**config.mk**
```make
export PLATFORM = sky130hd
export DESIGN_NAME = pwrbtn_evt_ctrl
export DESIGN_NICKNAME = d
export VERILOG_FILES = /design/src/rtl/pwrbtn_pkg.sv /design/src/rtl/pbe_debounce.sv /design/src/rtl/pbe_hold_timer.sv /design/src/rtl/pbe_regs.sv /design/src/rtl/pwrbtn_evt_ctrl.sv
export SDC_FILE = /design/constraint.sdc
export NUM_CORES = 1
export LEC_CHECK = 0
export BUFFER_PORTS_ARGS = -buffer_cell sky130_fd_sc_hd__clkbuf_2
export CAP_MARGIN = 20
export CORE_MARGIN = 2
export CORE_UTILIZATION = 40
export CTS_CLUSTER_SIZE = 24
export DETAILED_ROUTE_END_ITERATION = 8
export SLEW_MARGIN = 10
export SYNTH_ARGS = -nofsm -noshare
export SYNTH_HDL_FRONTEND = slang
export SYNTH_SLANG_ARGS = --single-unit
```
**constraint.sdc**
```tcl
create_clock -name clk_i -period 2.2 [get_ports clk_i]
set_input_delay 0.44 -clock clk_i [delete_from_list [all_inputs] [get_ports clk_i]]
set_output_delay 0.44 -clock clk_i [all_outputs]
set_load 0.02 [all_outputs]
```
**src/rtl/pwrbtn_pkg.sv**
```systemverilog
package pwrbtn_pkg;
  localparam int unsigned REG_W     = 16;
  localparam int unsigned STATE_W   = 3;
  localparam int unsigned ADDR_W    = 2;

  localparam int unsigned STS_PRESS_BIT = 8;
  localparam int unsigned STS_OVR_BIT   = 11;
  localparam int unsigned EN_PRESS_BIT  = 8;
  localparam int unsigned CTL_SCI_BIT   = 0;
  localparam int unsigned CTL_STATE_LSB = 8;

  localparam logic [STATE_W-1:0] ST_WORKING = 3'd0;
  localparam logic [STATE_W-1:0] ST_SOFTOFF = 3'd5;

  typedef enum logic [ADDR_W-1:0] {
    A_STS = 2'd0,
    A_EN  = 2'd1,
    A_CTL = 2'd2,
    A_RSV = 2'd3
  } reg_addr_e;
endpackage

```
**src/rtl/pbe_debounce.sv**
```systemverilog
module pbe_debounce #(
  parameter int unsigned SYNC_STAGES = 2,
  parameter int unsigned DEB_CYCLES  = 50000
) (
  input  logic clk_i,
  input  logic rst_ni,
  input  logic raw_i,
  output logic sync_o,
  output logic filt_o,
  output logic fell_o
);
  localparam int unsigned CW = (DEB_CYCLES > 1) ? $clog2(DEB_CYCLES) : 1;
  localparam logic [CW-1:0] CNT_LAST = CW'(DEB_CYCLES - 1);

  logic [SYNC_STAGES-1:0] sync_q;
  logic [CW-1:0]          cnt_q;
  logic                   filt_q, prev_q;

  generate
    if (SYNC_STAGES == 1) begin : g_sync1
      always_ff @(posedge clk_i or negedge rst_ni)
        if (!rst_ni) sync_q <= '1;
        else         sync_q <= raw_i;
    end else begin : g_syncn
      always_ff @(posedge clk_i or negedge rst_ni)
        if (!rst_ni) sync_q <= '1;
        else         sync_q <= {sync_q[SYNC_STAGES-2:0], raw_i};
    end
  endgenerate

  assign sync_o = sync_q[SYNC_STAGES-1];

  always_ff @(posedge clk_i or negedge rst_ni) begin
    if (!rst_ni) begin
      cnt_q  <= '0;
      filt_q <= 1'b1;
      prev_q <= 1'b1;
    end else begin
      prev_q <= filt_q;
      if (sync_o == filt_q) begin
        cnt_q <= '0;
      end else if (cnt_q == CNT_LAST) begin
        cnt_q  <= '0;
        filt_q <= sync_o;
      end else begin
        cnt_q <= cnt_q + 1'b1;
      end
    end
  end

  assign filt_o = filt_q;
  assign fell_o = prev_q & ~filt_q;
endmodule

```
**src/rtl/pbe_hold_timer.sv**
```systemverilog
module pbe_hold_timer #(
  parameter int unsigned HOLD_CYCLES = 200_000_000
) (
  input  logic clk_i,
  input  logic rst_ni,
  input  logic filt_i,
  output logic ovr_o
);
  localparam int unsigned HW = (HOLD_CYCLES > 1) ? $clog2(HOLD_CYCLES) : 1;
  localparam logic [HW-1:0] HOLD_LAST = HW'(HOLD_CYCLES - 1);

  logic [HW-1:0] cnt_q;
  logic          fired_q;

  assign ovr_o = ~filt_i & ~fired_q & (cnt_q == HOLD_LAST);

  always_ff @(posedge clk_i or negedge rst_ni) begin
    if (!rst_ni) begin
      cnt_q   <= '0;
      fired_q <= 1'b0;
    end else if (filt_i) begin
      cnt_q   <= '0;       // release re-arms
      fired_q <= 1'b0;
    end else if (!fired_q) begin
      if (cnt_q == HOLD_LAST) fired_q <= 1'b1;
      else                    cnt_q   <= cnt_q + 1'b1;
    end
  end
endmodule

```
**src/rtl/pbe_regs.sv**
```systemverilog
module pbe_regs
  import pwrbtn_pkg::*;
(
  input  logic               clk_i,
  input  logic               rst_ni,
  input  logic               fell_i,
  input  logic               ovr_i,
  input  logic [STATE_W-1:0] sleep_req_i,
  input  logic               trans_done_i,
  input  logic               reg_wr_i,
  input  logic [ADDR_W-1:0]  reg_addr_i,
  input  logic [REG_W-1:0]   reg_wdata_i,
  output logic [REG_W-1:0]   reg_rdata_o,
  output logic               sci_o,
  output logic               wake_o,
  output logic               cut_o,
  output logic [REG_W-1:0]   sts_o,
  output logic [REG_W-1:0]   en_o,
  output logic [STATE_W-1:0] conf_o,
  output logic               force_off_o
);
  localparam logic [REG_W-1:0] STS_MASK = (REG_W'(1) << STS_PRESS_BIT) |
                                          (REG_W'(1) << STS_OVR_BIT);
  localparam logic [REG_W-1:0] EN_MASK  = REG_W'(1) << EN_PRESS_BIT;
  localparam logic [REG_W-1:0] CTL_MASK = REG_W'(1) << CTL_SCI_BIT;

  logic [REG_W-1:0]   sts_q, en_q, ctl_q, sts_clr, sts_set, sts_d;
  logic [STATE_W-1:0] conf_q;
  logic               cut_q, wake_q;
  logic               awake, press_awake, press_sleep, force_off;
  reg_addr_e          addr;

  assign addr        = reg_addr_e'(reg_addr_i);
  assign awake       = (conf_q == ST_WORKING);
  assign press_awake = fell_i & awake;
  assign press_sleep = fell_i & ~awake;
  assign force_off   = ovr_i | (press_awake & ~ctl_q[CTL_SCI_BIT]);

  always_comb begin
    sts_clr = (reg_wr_i && addr == A_STS) ? (reg_wdata_i & STS_MASK) : '0;
    sts_set = '0;
    sts_set[STS_PRESS_BIT] = fell_i;
    sts_set[STS_OVR_BIT]   = ovr_i;
    sts_d = (sts_q & ~sts_clr) | sts_set;   // set beats clear
    if (ovr_i) sts_d[STS_PRESS_BIT] = 1'b0;
  end

  always_ff @(posedge clk_i or negedge rst_ni) begin
    if (!rst_ni) begin
      sts_q  <= '0;
      en_q   <= '0;
      ctl_q  <= '0;
      conf_q <= ST_WORKING;
      cut_q  <= 1'b0;
      wake_q <= 1'b0;
    end else begin
      sts_q  <= sts_d;
      wake_q <= press_sleep;
      if (reg_wr_i && addr == A_EN)  en_q  <= reg_wdata_i & EN_MASK;
      if (reg_wr_i && addr == A_CTL) ctl_q <= reg_wdata_i & CTL_MASK;
      if (force_off)         conf_q <= ST_SOFTOFF;
      else if (trans_done_i) conf_q <= sleep_req_i;
      if (force_off)        cut_q <= 1'b1;
      else if (press_sleep) cut_q <= 1'b0;
    end
  end

  always_comb begin
    reg_rdata_o = '0;
    unique case (addr)
      A_STS: reg_rdata_o = sts_q;
      A_EN:  reg_rdata_o = en_q;
      A_CTL: begin
        reg_rdata_o = ctl_q;
        reg_rdata_o[CTL_STATE_LSB +: STATE_W] = conf_q;
      end
      A_RSV: reg_rdata_o = '0;
    endcase
  end

  assign sci_o       = awake & sts_q[STS_PRESS_BIT] & en_q[EN_PRESS_BIT];
  assign wake_o      = wake_q;
  assign cut_o       = cut_q;
  assign sts_o       = sts_q;
  assign en_o        = en_q;
  assign conf_o      = conf_q;
  assign force_off_o = force_off;
endmodule

```
**src/rtl/pwrbtn_evt_ctrl.sv**
```systemverilog
module pwrbtn_evt_ctrl
  import pwrbtn_pkg::*;
#(
  parameter int unsigned SYNC_STAGES = 2,
  parameter int unsigned DEB_CYCLES  = 50000,
  parameter int unsigned HOLD_CYCLES = 200_000_000
) (
  input  logic        clk_i,
  input  logic        rst_ni,
  input  logic        btn_ni,
  input  logic [2:0]  sleep_req_i,
  input  logic        trans_done_i,
  input  logic        reg_wr_i,
  input  logic [1:0]  reg_addr_i,
  input  logic [15:0] reg_wdata_i,
  output logic [15:0] reg_rdata_o,
  output logic        sci_o,
  output logic        wake_o,
  output logic        onctl_no,
  output logic [1:0]  pwrcnt_no
);
  logic               btn_sync, btn_filt, btn_fell, ovr_evt, cut;
  logic               force_off;
  logic [REG_W-1:0]   sts_q, en_q;
  logic [STATE_W-1:0] conf_q;

  pbe_debounce #(
    .SYNC_STAGES(SYNC_STAGES),
    .DEB_CYCLES (DEB_CYCLES)
  ) u_deb (
    .clk_i (clk_i),
    .rst_ni(rst_ni),
    .raw_i (btn_ni),
    .sync_o(btn_sync),
    .filt_o(btn_filt),
    .fell_o(btn_fell)
  );

  pbe_hold_timer #(
    .HOLD_CYCLES(HOLD_CYCLES)
  ) u_hold (
    .clk_i (clk_i),
    .rst_ni(rst_ni),
    .filt_i(btn_filt),
    .ovr_o (ovr_evt)
  );

  pbe_regs u_regs (
    .clk_i       (clk_i),
    .rst_ni      (rst_ni),
    .fell_i      (btn_fell),
    .ovr_i       (ovr_evt),
    .sleep_req_i (sleep_req_i),
    .trans_done_i(trans_done_i),
    .reg_wr_i    (reg_wr_i),
    .reg_addr_i  (reg_addr_i),
    .reg_wdata_i (reg_wdata_i),
    .reg_rdata_o (reg_rdata_o),
    .sci_o       (sci_o),
    .wake_o      (wake_o),
    .cut_o       (cut),
    .sts_o       (sts_q),
    .en_o        (en_q),
    .conf_o      (conf_q),
    .force_off_o (force_off)
  );

  assign onctl_no  = cut;
  assign pwrcnt_no = {2{cut}};
endmodule

```
==> results.sh <==
export IMPL_grt_pass1_vias=2216
export IMPL_die_x_um=90.83
export IMPL_worst_slack_ns=-0.1023
export IMPL_postRouteWirelength_um=5639
export IMPL_timing_fmax_mhz=434.3
export IMPL_fillers=746
export IMPL_clockRootBuffer="clkbuf_8"
export IMPL_dieArea_um2=8249
export IMPL_die_h_um=90.83
export IMPL_power_density_nw_per_um2=660.2
export IMPL_syn_area_per_cell_um2=9.603
export IMPL_place_ws_ns=-0.1479
export IMPL_place_gp_congestion=0.7808
export IMPL_syn_cell_area_um2=3015
export IMPL_holdWs_ns=0.09896
export IMPL_finalClockSkew_ns=0.007624
export IMPL_numCtsBuffers=9
export IMPL_min_period_ns=2.302
export IMPL_diodes=0
export IMPL_gr_usage_met3=0.05008
export IMPL_met2_usage=0.2438
export IMPL_dp_hpwl_um=3907
export IMPL_start_kind="register"
export IMPL_critPathMaxFanout=2
export IMPL_final_area_um2=3558
export IMPL_synth_cell_types=49
export IMPL_core_area_um2=7292
export IMPL_io_pins=47
export IMPL_grt_antenna_before_repair=0
export IMPL_max_cap_viol_count=0
export IMPL_synth_seq_cells=58
export IMPL_layout_core_utilization=0.4880
export IMPL_use_met1=0.1890
export IMPL_drc_errors=0
export IMPL_postSynthCellCount=314
export IMPL_synth_seq_area_share=0.4830
export IMPL_final_cell_mix="54 x dfrtp_1, 43 x nor2_1, 25 x nand2_1, 23 x xnor2_1, 22 x clkbuf_2"
export IMPL_port_buffers=22
export IMPL_rows=31
export IMPL_cts_num_sinks=58
export IMPL_slew_violations=0
export IMPL_final_nets=380
export IMPL_area_delta_synth_final_pct=18.01
export IMPL_vias_per_cell=4.952
export IMPL_post_cts_buffers=0
export IMPL_seqCellArea_um2=1456
export IMPL_htree_levels=3
export IMPL_grt_busiest_layer="met2"
export IMPL_crit_type="register to register"
export IMPL_route_vias_total=2258
export IMPL_routedWlPerCell_um=12.37
export IMPL_drt_antenna_violating_nets=0
export IMPL_setup_viol=14
export IMPL_arrival_ns=2.52
export IMPL_cp_end_kind="register"
export IMPL_dr_first_iter_drc_count=120
export IMPL_cp_required_ns=2.42
export IMPL_clk_latency_ns=0.33
export IMPL_peakVddDrop_v=0.0004203
export IMPL_finalHoldViolations=0
export IMPL_placed_area_um2=3299
export IMPL_clk_pin_slew_ns=0.07
export IMPL_rr_worst_depth=6
export IMPL_period_share=1.047
export IMPL_status="finished, violations left"
export IMPL_dr_pass1_iters=4
export IMPL_grt_setup_unrepaired="yes"
export IMPL_worstHoldPathType="input pin to asynchronous set/reset pin"
export IMPL_p_leak_uw=0.001563
export IMPL_yosys_warnings=0
export IMPL_synthArstFlopShare=1.000
export IMPL_multiInputGateArea_um2=1445
export IMPL_synthFlopType="dfrtp_1"
export IMPL_power_uw=2349
export IMPL_grt_overflow_total=0
export IMPL_initial_utilization=0.4135
export IMPL_grt_first_pass_wirelength_um=10030
export IMPL_synth_edf_count=0
export IMPL_cts_tree="done"
export IMPL_cts_buffer_depth=2
export IMPL_drive_above_1_share=0.2129
export IMPL_grt_max_degree=59
export IMPL_violations="setup timing"
export IMPL_track_usage=0.1524
export IMPL_final_common_cell="dfrtp_1"
==> worst max-delay path, cell delays in order, from the launching register on <==
cell and delay [ns]:
dfrtp_1 0.38, or4b_4 0.54, or4_4 0.57, o31ai_4 0.23, buf_6 0.15, nor2_4 0.03
mux2_4 0.28
==> where the power goes <==
group	switching, uW	total, uW	leakage [uW]	internal, uW
Clock	410	1140	0.000119	728
Sequential	16.0	1100	0.000768	1090
Combinational	70.3	106	0.000676	36.1
Total	497	2350	0.00156	1850
==> path summary, 6_finish.rpt <==
check	slack [ns]	end	start
min in group clk_i	0.19	u_deb.sync_q[0]	btn_ni
worst max register to register	-0.10	u_hold.cnt_q[3]	u_hold.cnt_q[11]
worst min-delay path	0.1	u_deb.cnt_q[8]	rst_ni
worst min register to register	0.36	u_deb.sync_q[1]	u_deb.sync_q[0]
max in group asynchronous	1.79	u_deb.prev_q	rst_ni
worst max-delay path	-0.10	u_hold.cnt_q[3]	u_hold.cnt_q[11]
==> repair_timing <==
action | in CTS | in global routing
gates resized for setup | 3 | 2
endpoints found under the setup margin | 15 | 15
pin swaps | 3 | 0
hold buffers | 0 | 0
==> synth_stat cells (2+ instances only) <==
master / n / area share
o31ai_1: 2 / 0.0050
ha_1: 2 / 0.0083
mux2_2: 4 / 0.015
dfstp_2: 4 / 0.035
o21ai_0: 6 / 0.010
xnor2_1: 23 / 0.067
o21bai_1: 2 / 0.0050
dfrtp_1: 54 / 0.45
nand2_1: 25 / 0.031
buf_4: 13 / 0.032
and4_1: 3 / 0.0087
or4_1: 4 / 0.010
and2_1: 4 / 0.0083
nand3b_1: 4 / 0.010
or3_1: 6 / 0.012
nor4_1: 4 / 0.0083
nor3b_1: 2 / 0.0050
nand4_1: 6 / 0.012
a21oi_1: 9 / 0.015
nor2b_1: 3 / 0.0062
clkbuf_1: 8 / 0.010
nor3_1: 16 / 0.027
nand3_1: 17 / 0.028
xor2_1: 8 / 0.023
or2_2: 2 / 0.0041
nor2_1: 43 / 0.054
mux2i_1: 4 / 0.013
and3_1: 8 / 0.017
inv_1: 7 / 0.0087
o21ba_2: 2 / 0.0066
==> flip-flops by register name, summed over array words and instances, names as in the netlist <==
signal	count
u_regs.ctl_q	1
u_regs.en_o	1
u_deb.prev_q	1
u_regs.conf_o	3
u_regs.wake_o	1
u_hold.cnt_q	28
u_deb.filt_o	1
u_deb.sync_q	2
u_hold.fired_q	1
u_deb.cnt_q	16
u_regs.cut_o	1
u_regs.sts_o	2
==> kinds of logic after synthesis <==
logic type,after synthesis,synth area share
AND/OR/NAND/NOR,154,0.2618
flip-flops,58,0.4830
XOR/XNOR,31,0.09004
buffers and inverters,31,0.05767
AO/OA/AOI/OAI,28,0.06473
multiplexers,9,0.03319
adder cells (fa/ha/maj),2,0.008297
other,1,0.001244
==> layout make-up <==
class | count | area share
clock inverters | 4 | 0.02039
well taps | 99 | 0.03481
multi-input cells | 235 | 0.4061
repair buffers | 41 | 0.07560
inverters | 7 | 0.007384
clock buffers | 12 | 0.04641
flip-flops and latches | 58 | 0.4093
==> routing by layer <==
| metal | vias up | wire (um) | share of wire |
|---|---|---|---|
| met5 | - | 0 | 0 |
| met4 | 0 | 77 | 0.014 |
| met3 | 6 | 257 | 0.046 |
| met2 | 50 | 2594 | 0.46 |
| met1 | 1070 | 2710 | 0.48 |
| li1 | 1132 | - | - |
==> through the flow <==
step / std cells / TNS, ns
after floorplan: 324 / -0.3957
after global placement: 440 / -1.465
after detailed placement: 440 / -1.491
after CTS: 456 / -0.6488
after global routing: 456 / -1.722
final: 456 / -0.6366
Power figures use the tool's default switching activity.
